===== src/rtl/hclk_pkg.sv =====
package hclk_pkg;

    localparam int unsigned NUM_CODES = 8;
    localparam int unsigned CODE_W    = $clog2(NUM_CODES);
    localparam int unsigned MAX_RATIO = 32;
    localparam int unsigned CNT_W     = $clog2(MAX_RATIO);

    typedef logic [CODE_W-1:0] code_t;
    typedef logic [CNT_W-1:0]  cnt_t;

    // Output of the automatic selector / content of the code latch
    typedef struct packed {
        code_t code;
        logic  err;
    } choice_t;

    // Divide ratio for each code (non-uniform table)
    function automatic int unsigned ratio_of(input int unsigned c);
        case (c)
            0:       return 1;
            1:       return 2;
            2:       return 4;
            3:       return 6;
            4:       return 8;
            5:       return 16;
            6:       return 24;
            default: return 32;
        endcase
    endfunction

    // Terminal count (ratio minus one) in counter width
    function automatic cnt_t last_of(input code_t c);
        return cnt_t'(ratio_of(int'(c)) - 1);
    endfunction

endpackage


===== src/rtl/hclk_auto_sel.sv =====
module hclk_auto_sel
    import hclk_pkg::*;
#(
    parameter int unsigned BUS_W      = 12,
    parameter int unsigned WIN_LO_MHZ = 150,
    parameter int unsigned WIN_HI_MHZ = 300
) (
    input  logic [BUS_W-1:0] bus_mhz,
    output choice_t          pick
);

    localparam int unsigned EXT_W = 32;

    logic [EXT_W-1:0]     bus_ext;
    logic [NUM_CODES-1:0] fits;

    assign bus_ext = EXT_W'(bus_mhz);

    // floor(bus/R) in [LO,HI]  <=>  LO*R <= bus <= (HI+1)*R-1
    for (genvar g = 0; g < NUM_CODES; g++) begin : g_win
        localparam int unsigned R    = ratio_of(g);
        localparam int unsigned LO_B = WIN_LO_MHZ * R;
        localparam int unsigned HI_B = (WIN_HI_MHZ + 1) * R - 1;
        assign fits[g] = (bus_ext >= EXT_W'(LO_B)) && (bus_ext <= EXT_W'(HI_B));
    end

    // Search from the top code down: ascending loop, last hit wins
    always_comb begin
        pick.code = '0;
        pick.err  = 1'b1;
        for (int i = 0; i < NUM_CODES; i++) begin
            if (fits[i]) begin
                pick.code = code_t'(i);
                pick.err  = 1'b0;
            end
        end
    end

    // a chosen code really lies inside the window
    always_comb begin
        if (!pick.err) begin
            a_pick_fits_r2: assert (fits[pick.code]);
        end
    end

endmodule


===== src/rtl/hclk_code_latch.sv =====
module hclk_code_latch
    import hclk_pkg::*;
(
    input  logic    clk,
    input  logic    rst,
    input  logic    div_rst,
    input  logic    auto_mode,
    input  code_t   sel_code,
    input  choice_t auto_pick,
    input  logic    clk_en,
    output choice_t cur,
    output logic    en_q
);

    choice_t nxt;

    always_comb begin
        if (auto_mode) begin
            nxt = auto_pick;
        end else begin
            nxt.code = sel_code;
            nxt.err  = 1'b0;
        end
    end

    always_ff @(posedge clk) begin
        if (rst) begin
            cur  <= '0;
            en_q <= 1'b0;
        end else begin
            en_q <= clk_en;
            if (div_rst) begin
                cur <= nxt;
            end
        end
    end

    p_code_stable_r5: assert property (@(posedge clk) disable iff (rst)
        !div_rst |=> $stable(cur));

    p_fallback_zero_r3: assert property (@(posedge clk) disable iff (rst)
        cur.err |-> (cur.code == '0));

    p_manual_noerr_r3: assert property (@(posedge clk) disable iff (rst)
        (div_rst && !auto_mode) |=> !cur.err);

endmodule


===== src/rtl/hclk_tick_ctr.sv =====
module hclk_tick_ctr
    import hclk_pkg::*;
(
    input  logic  clk,
    input  logic  rst,
    input  logic  hold,
    input  code_t code,
    output logic  tick
);

    cnt_t cnt;
    cnt_t last;

    assign last = last_of(code);

    always_ff @(posedge clk) begin
        if (rst || hold) begin
            cnt  <= '0;
            tick <= 1'b0;
        end else if (cnt == last) begin
            cnt  <= '0;
            tick <= 1'b1;
        end else begin
            cnt  <= cnt + cnt_t'(1);
            tick <= 1'b0;
        end
    end

    p_hold_quiet_r4: assert property (@(posedge clk) disable iff (rst)
        hold |=> !tick);

    p_cnt_in_range_r1: assert property (@(posedge clk) disable iff (rst)
        cnt <= last);

    p_single_pulse_r1: assert property (@(posedge clk) disable iff (rst)
        (tick && (last != '0)) |=> !tick);

    p_every_cycle_r9: assert property (@(posedge clk) disable iff (rst)
        (!hold && (last == '0)) |=> tick);

endmodule


===== src/rtl/hclk_div_top.sv =====
module hclk_div_top
    import hclk_pkg::*;
#(
    parameter int unsigned BUS_W      = 12,
    parameter int unsigned WIN_LO_MHZ = 150,
    parameter int unsigned WIN_HI_MHZ = 300
) (
    input  logic             clk,
    input  logic             rst,
    input  logic             div_rst,
    input  logic             clk_en,
    input  logic             auto_mode,
    input  logic [2:0]       sel_code,
    input  logic [BUS_W-1:0] bus_mhz,
    output logic             tick,
    output logic [2:0]       rb_code,
    output logic             rb_err,
    output logic             rb_en
);

    choice_t auto_pick;
    choice_t cur;
    logic    en_q;
    logic    hold;

    hclk_auto_sel #(
        .BUS_W      (BUS_W),
        .WIN_LO_MHZ (WIN_LO_MHZ),
        .WIN_HI_MHZ (WIN_HI_MHZ)
    ) u_sel (
        .bus_mhz (bus_mhz),
        .pick    (auto_pick)
    );

    hclk_code_latch u_latch (
        .clk       (clk),
        .rst       (rst),
        .div_rst   (div_rst),
        .auto_mode (auto_mode),
        .sel_code  (code_t'(sel_code)),
        .auto_pick (auto_pick),
        .clk_en    (clk_en),
        .cur       (cur),
        .en_q      (en_q)
    );

    assign hold = div_rst || !en_q;

    hclk_tick_ctr u_ctr (
        .clk  (clk),
        .rst  (rst),
        .hold (hold),
        .code (cur.code),
        .tick (tick)
    );

    assign rb_code = 3'(cur.code);
    assign rb_err  = cur.err;
    assign rb_en   = en_q;

    p_disabled_quiet_r7: assert property (@(posedge clk) disable iff (rst)
        !en_q |=> !tick);

endmodule


===== config.mk =====
export PLATFORM = sky130hd
export DESIGN_NAME = hclk_div_top
export DESIGN_NICKNAME = d
export VERILOG_FILES = /design/src/rtl/hclk_pkg.sv /design/src/rtl/hclk_auto_sel.sv /design/src/rtl/hclk_code_latch.sv /design/src/rtl/hclk_tick_ctr.sv /design/src/rtl/hclk_div_top.sv
export SDC_FILE = /design/constraint.sdc
export NUM_CORES = 1
export LEC_CHECK = 0
export ABC_CLOCK_PERIOD_IN_PS = 2700
export BUFFER_PORTS_ARGS = -buffer_cell sky130_fd_sc_hd__buf_4
export CORE_MARGIN = 2
export CORE_UTILIZATION = 50
export CTS_BUF_LIST = sky130_fd_sc_hd__clkbuf_2
export DETAILED_ROUTE_END_ITERATION = 7
export PLACE_DENSITY_LB_ADDON = 0.3
export SYNTH_ARGS = -nofsm -noshare
export SYNTH_HDL_FRONTEND = slang
export SYNTH_SLANG_ARGS = --single-unit

===== constraint.sdc =====
create_clock -name clk -period 2.7 [get_ports clk]
set_input_delay 0.675 -clock clk [delete_from_list [all_inputs] [get_ports clk]]
set_output_delay 0.675 -clock clk [all_outputs]
set_load 0.1 [all_outputs]

=== Word level (Yosys, flattened, before mapping) ===
Index checks and enable logic that the tools add are counted.

* Bits in registers: 11
* Bits of input ports: 20

* $add $sub $neg: 2
* $lt $le $gt $ge: 16
* Eq/ne operators: 7
* Mux-type cells: 11
* Reductions and logical operators: 13

{| class="wikitable"
|+ Operator list
! cell !! number
|-
| 5-bit one-hot mux with 7 select lines || 1
|-
| 12-bit by 13-bit <= comparator with 1-bit output, second input constant || 2
|-
| 12-bit by 10-bit >= comparator with 1-bit output, second input constant || 2
|-
| 12-bit >= comparator, second input constant || 2
|-
| 12-bit by 11-bit <= comparator with 1-bit output, second input constant || 2
|-
| 4-bit 2-to-1 mux || 5
|-
| 12-bit by 14-bit <= comparator with 1-bit output, second input constant || 1
|-
| 12-bit by 13-bit >= comparator with 1-bit output, second input constant || 1
|-
| 12-bit by 11-bit >= comparator with 1-bit output, second input constant || 1
|-
| 12-bit by 8-bit >= comparator with 1-bit output, second input constant || 1
|-
| 12-bit by 9-bit >= comparator with 1-bit output, second input constant || 1
|-
| 12-bit by 10-bit <= comparator with 1-bit output, second input constant || 1
|-
| 12-bit <= comparator, second input constant || 1
|-
| 12-bit by 9-bit <= comparator with 1-bit output, second input constant || 1
|-
| 3-bit equality test, second input constant || 3
|-
| 1-bit logical AND || 8
|-
| 3-bit by 2-bit equality test with 1-bit output, second input constant || 2
|-
| 3-bit 2-to-1 mux || 2
|-
| 5-bit by 1-bit adder with 5-bit output, second input constant || 1
|-
| 5-bit equality test || 1
|-
| 5-bit by 1-bit subtractor with 5-bit output, second input constant || 1
|-
| 3-bit by 1-bit equality test with 1-bit output, second input constant || 1
|-
| 3-bit zero test || 1
|-
| 1-bit logical OR || 2
|-
| 4 further kinds || 5
|}

=== Depth between registers and ports, before layout ===
* Word-level depth: 11
* Depth in mapped cells: 8

=== By module ===
Synthesis repeated with hierarchy kept, for this count alone.

* Cells, all modules: 101
* Area, all modules: 878.3 um2

{| class="wikitable"
|+ Modules (own cells, without submodules)
! module !! instances !! cells an instance !! area each (um2) !! sequential area each (um2)
|-
| hclk_tick_ctr || 1 || 37 || 390.4 || 120.1
|-
| hclk_auto_sel || 1 || 44 || 291.5 || 0.0
|-
| hclk_code_latch || 1 || 19 || 190.2 || 100.1
|-
| hclk_div_top || 1 || 1 || 6.3 || 0.0
|}

=== Least setup slack after synthesis ===
Ideal clock, no wire load.

* Kind: reg2reg
* Start: register u_latch.cur[3] (netlist name)
* End: register u_ctr.cnt[2]
* Setup time: 70 ps
* Data arrival time: 2335 ps
* Setup slack: 296 ps
* Cell stages (with the launch flop): 9
* Clock period less this slack: 2404 ps
* Cells stage by stage: dfxtp_1 or3_1 ha_1 xnor2_1 mux2i_1 o22ai_1 o211ai_1 nand3_1 nor2_1

* Word-level cells in the longest chain between the ends: 5
* Elaborated cells on any way between the ends: 11
* Classes of those cells: add/sub: 1; eq/ne: 7; mux: 1; reduce/logical: 2

{| class="wikitable"
|+ RTL lines
! element !! line !! text
|-
| 3-bit equality test, or another cell as far along || hclk_pkg.sv:19 || <nowiki>case (c)</nowiki>
|-
| 5-bit one-hot mux with 7 select lines (*) || hclk_pkg.sv:19 ||
|-
| 5-bit by 1-bit subtractor with 5-bit output (*) || hclk_pkg.sv:33 || <nowiki>return cnt_t'(ratio_of(int'(c)) - 1);</nowiki>
|-
| 5-bit equality test (*) || hclk_tick_ctr.sv:20 || <nowiki>end else if (cnt == last) begin</nowiki>
|-
| 2-bit OR reduction (no line) (*) || -- ||
|-
| to (signal assigned) || hclk_tick_ctr.sv:24 || <nowiki>cnt <= cnt + cnt_t'(1);</nowiki>
|-
| to (decl) || hclk_tick_ctr.sv:11 || <nowiki>cnt_t cnt;</nowiki>
|}

Every way passes the cells marked *; elsewhere a longest branch is shown, timed or not.
A chain may end at the register's enable or synchronous reset.

=== Worst setup path after layout ===
* Start: register u_latch.cur[3] (netlist name)
* End: register u_ctr.cnt[3]

* Word-level cells in the longest chain between the ends: 5
* Elaborated cells on any way between the ends: 11
* Classes of those cells: add/sub: 1; eq/ne: 7; mux: 1; reduce/logical: 2

{| class="wikitable"
|+ RTL lines
! element !! line
|-
| 3-bit equality test, or another cell as far along || hclk_pkg.sv:19
|-
| 5-bit one-hot mux with 7 select lines (*) || hclk_pkg.sv:19
|-
| 5-bit by 1-bit subtractor with 5-bit output (*) || hclk_pkg.sv:33
|-
| 5-bit equality test (*) || hclk_tick_ctr.sv:20
|-
| 2-bit OR reduction (no line) (*) || --
|}

Marked as above.

==> results.cfg <==
[outcome]
status = completed

[synth]
yosys-top-cells-area = dfxtp_1, a21oi_1, nor2_1
synth_common_cells = nor2_1, a21oi_1, dfxtp_1, nand3_1, nand2_1
ys_ff_latch = 11
syn_inst = 124
yosysMostFrequentCell = nor2_1
synthFlopType = dfxtp_1
synth_top_family_by_area = simple AND/OR/NAND/NOR gates
synthArstFlopShare_pct = 0
ys_types = 37
synth.largest_area_cell = dfxtp_1
synth_top_area_share_pct = 24.55
synth_fp_nets = 146
avgSynthCellArea_um2 = 7.235
synth_fa_ha_area_share_pct = 2.789
syn_area_um2 = 897.1
synth_edf_count = 0
synth_mux_area_share_pct = 2.232
yosys_warnings = 0
seq_area_frac_synth_pct = 24.55
synth-simple-area-share_pct = 33.75
synthXorXnorAreaFrac_pct = 4.881
synth-compound-area-share_pct = 27.06

[route]
vias_per_cell = 5.696
ant_nets = 0
wl_per_cell_um = 11.81
dr.pass1.iters = 4
wl_mm = 2.020
drt_iter0_markers = 34
num_vias = 974
drc = 0

[grt]
antenna_found_initial = 0
grt_pass1_vias = 730
grt-ovfl-total = 0
grt_usage_pct = 19.79
grt_max_degree = 13
grt_pass1_wl_mm = 3.105

[clock_network]
cts_tree = built
insertion_delay_ns = 0.25
cts.sinks = 11
cts_hold_buf = 0
numCtsBuffers = 3
clk_pin_slew_ns = 0.11
post_cts_buffers = 0
cts-htree-levels = 1
cts_resized = 0
ctsRootBufferMaster = clkbuf_2
clockBufferDepth = 2

[power]
power_leakage_nw = 0.4401
total_power_mw = 0.4216
vdd_drop_max_mv = 0.2140
powerDensity_nw_per_um2 = 381.6

[floorplan]
core_um2 = 1708
die_x_um = 46.36
io_pins = 26
initial_core_util_pct = 52.53
die_y_um = 46.36
die_area_um2 = 2149
row_count = 15

[sta]
finalCritPeriodShare_pct = 77.49
drv_slew = 0
max_freq_mhz = 478.0
finalSetupViolations = 0
worst_pin_slew_ns = 0.3778
finalCriticalPeriod_ns = 2.092
max_slew_margin_pct = 74.60
skew_ns = 0.006709
final_hold_viol_count = 0
tns_ns = 0
rsz0062_at_grt = false

[placement]
place_congestion = 0.9229
port_buffers = 25
place_hpwl_mm = 1.545

[cells_and_area]
layout-drive-gt1-share_pct = 21.23
n_fill_cell = 162
synthToLayoutAreaGrowth_pct = 23.15
n_antenna_cell = 0
seq_area_um2 = 220.2
nets = 169
multi_input_area_um2 = 634.4

[critical_path]
cp.arrival_ns = 2.28
path_cells = or3_1 -> ha_1 -> xnor2_1 -> mux2i_1 -> o22ai_1 -> o211ai_1 -> nand3_1 -> nor2_1
cp_data_required_time_ns = 2.89
worst-path-max-fanout = 9
critical_path.endpoint_type = register
slowest_stage = dfxtp_1
max_stage_delay_ns = 0.40
cp_top_family = simple AND/OR/NAND/NOR gates
path_class = reg2reg
cp_num_buf_inv = 0
start_kind = register

[run]
max_cap_viol_count = 0

[min_path]
hp-class = reg2reg
state kept, by name, indices dropped and copies added, names as in the netlist:
name	count
u_ctr.cnt	5
u_ctr.tick	1
u_latch.cur	4
u_latch.en_q	1
where the power goes:
part / total, mW / internal [mW] / switching, mW / leakage (nW)
logic: 0.152 / 0.0604 / 0.0917 / 0.334
clock network: 0.0936 / 0.0393 / 0.0542 / 0.0166
registers: 0.176 / 0.168 / 0.00848 / 0.0897
per-stage QoR:
stage | instances | setup slack (ns) | hold WS (ns) | util [%] | cell area (µm²)
after floorplan | 124 | 0.2958 | 0.4480 | - | 897.1
after global placement | 167 | 0.4111 | 0.4385 | 63.52 | 1085
after detailed placement | 167 | 0.3666 | 0.4391 | 63.52 | 1085
after CTS | 171 | 0.5820 | 0.4557 | 64.69 | 1105
after global routing | 171 | 0.4118 | 0.4838 | 64.69 | 1105
final | 171 | 0.6077 | 0.4531 | 64.69 | 1105
routing by layer:
metal | wire length [µm] | share of wire, % | vias to the layer above | global-route usage (%)
li1 | - | - | 494 | -
met1 | 893 | 44 | 443 | 25.93
met2 | 994 | 49 | 33 | 31.94
met3 | 101 | 5.0 | 4 | 3.529
met4 | 31 | 1.5 | 0 | 7.429
met5 | 0 | 0 | - | 0
final timing paths:
check / from / end / slack [ns] / cells past startpoint
min: u_latch.en_q$_SDFF_PP0_ / u_ctr.tick$_SDFF_PP0_ / 0.45 / 2
max: u_latch.cur[3]$_SDFFE_PP0P_ / u_ctr.cnt[3]$_SDFF_PP0_ / 0.61 / 8
max reg2reg: u_latch.cur[3]$_SDFFE_PP0P_ / u_ctr.cnt[3]$_SDFF_PP0_ / 0.61 / 8
min reg2reg: u_latch.en_q$_SDFF_PP0_ / u_ctr.tick$_SDFF_PP0_ / 0.45 / 2
cells by family (layout without fill, tap and decap cells):
group,count (synthesis),in the layout
multiplexers,2,2
buffers and inverters,10,32
AO/OA/AOI/OAI,34,34
XOR/XNOR,5,5
flip-flops,11,11
adder cells (fa/ha/maj),2,2
AND/OR/NAND/NOR,60,60
worst min-delay path: cells and delay by family, from the launching register on:
| kind | cells | cell delay (ns) |
|---|---|---|
| flip-flops | 1 | 0.34 |
| AND/OR/NAND/NOR | 2 | 0.09 |
cells in the final DEF (no fill, tap or decap), types with 4 or more instances in the layout:
cell,instances
a21oi_1,13
buf_4,25
clkbuf_2,4
dfxtp_1,11
nand2_1,9
nand2b_1,6
nand3_1,11
nor2_1,15
nor3_1,6
xnor2_1,4
final cells by class:
class / count / share of cell area, %
repair buffers: 25 / 16.99
inverters: 3 / 1.019
flip-flops and latches: 11 / 19.93
well taps: 25 / 2.831
clock buffers: 4 / 1.812
multi-input cells: 103 / 57.42
Power figures use the tool's default switching activity.
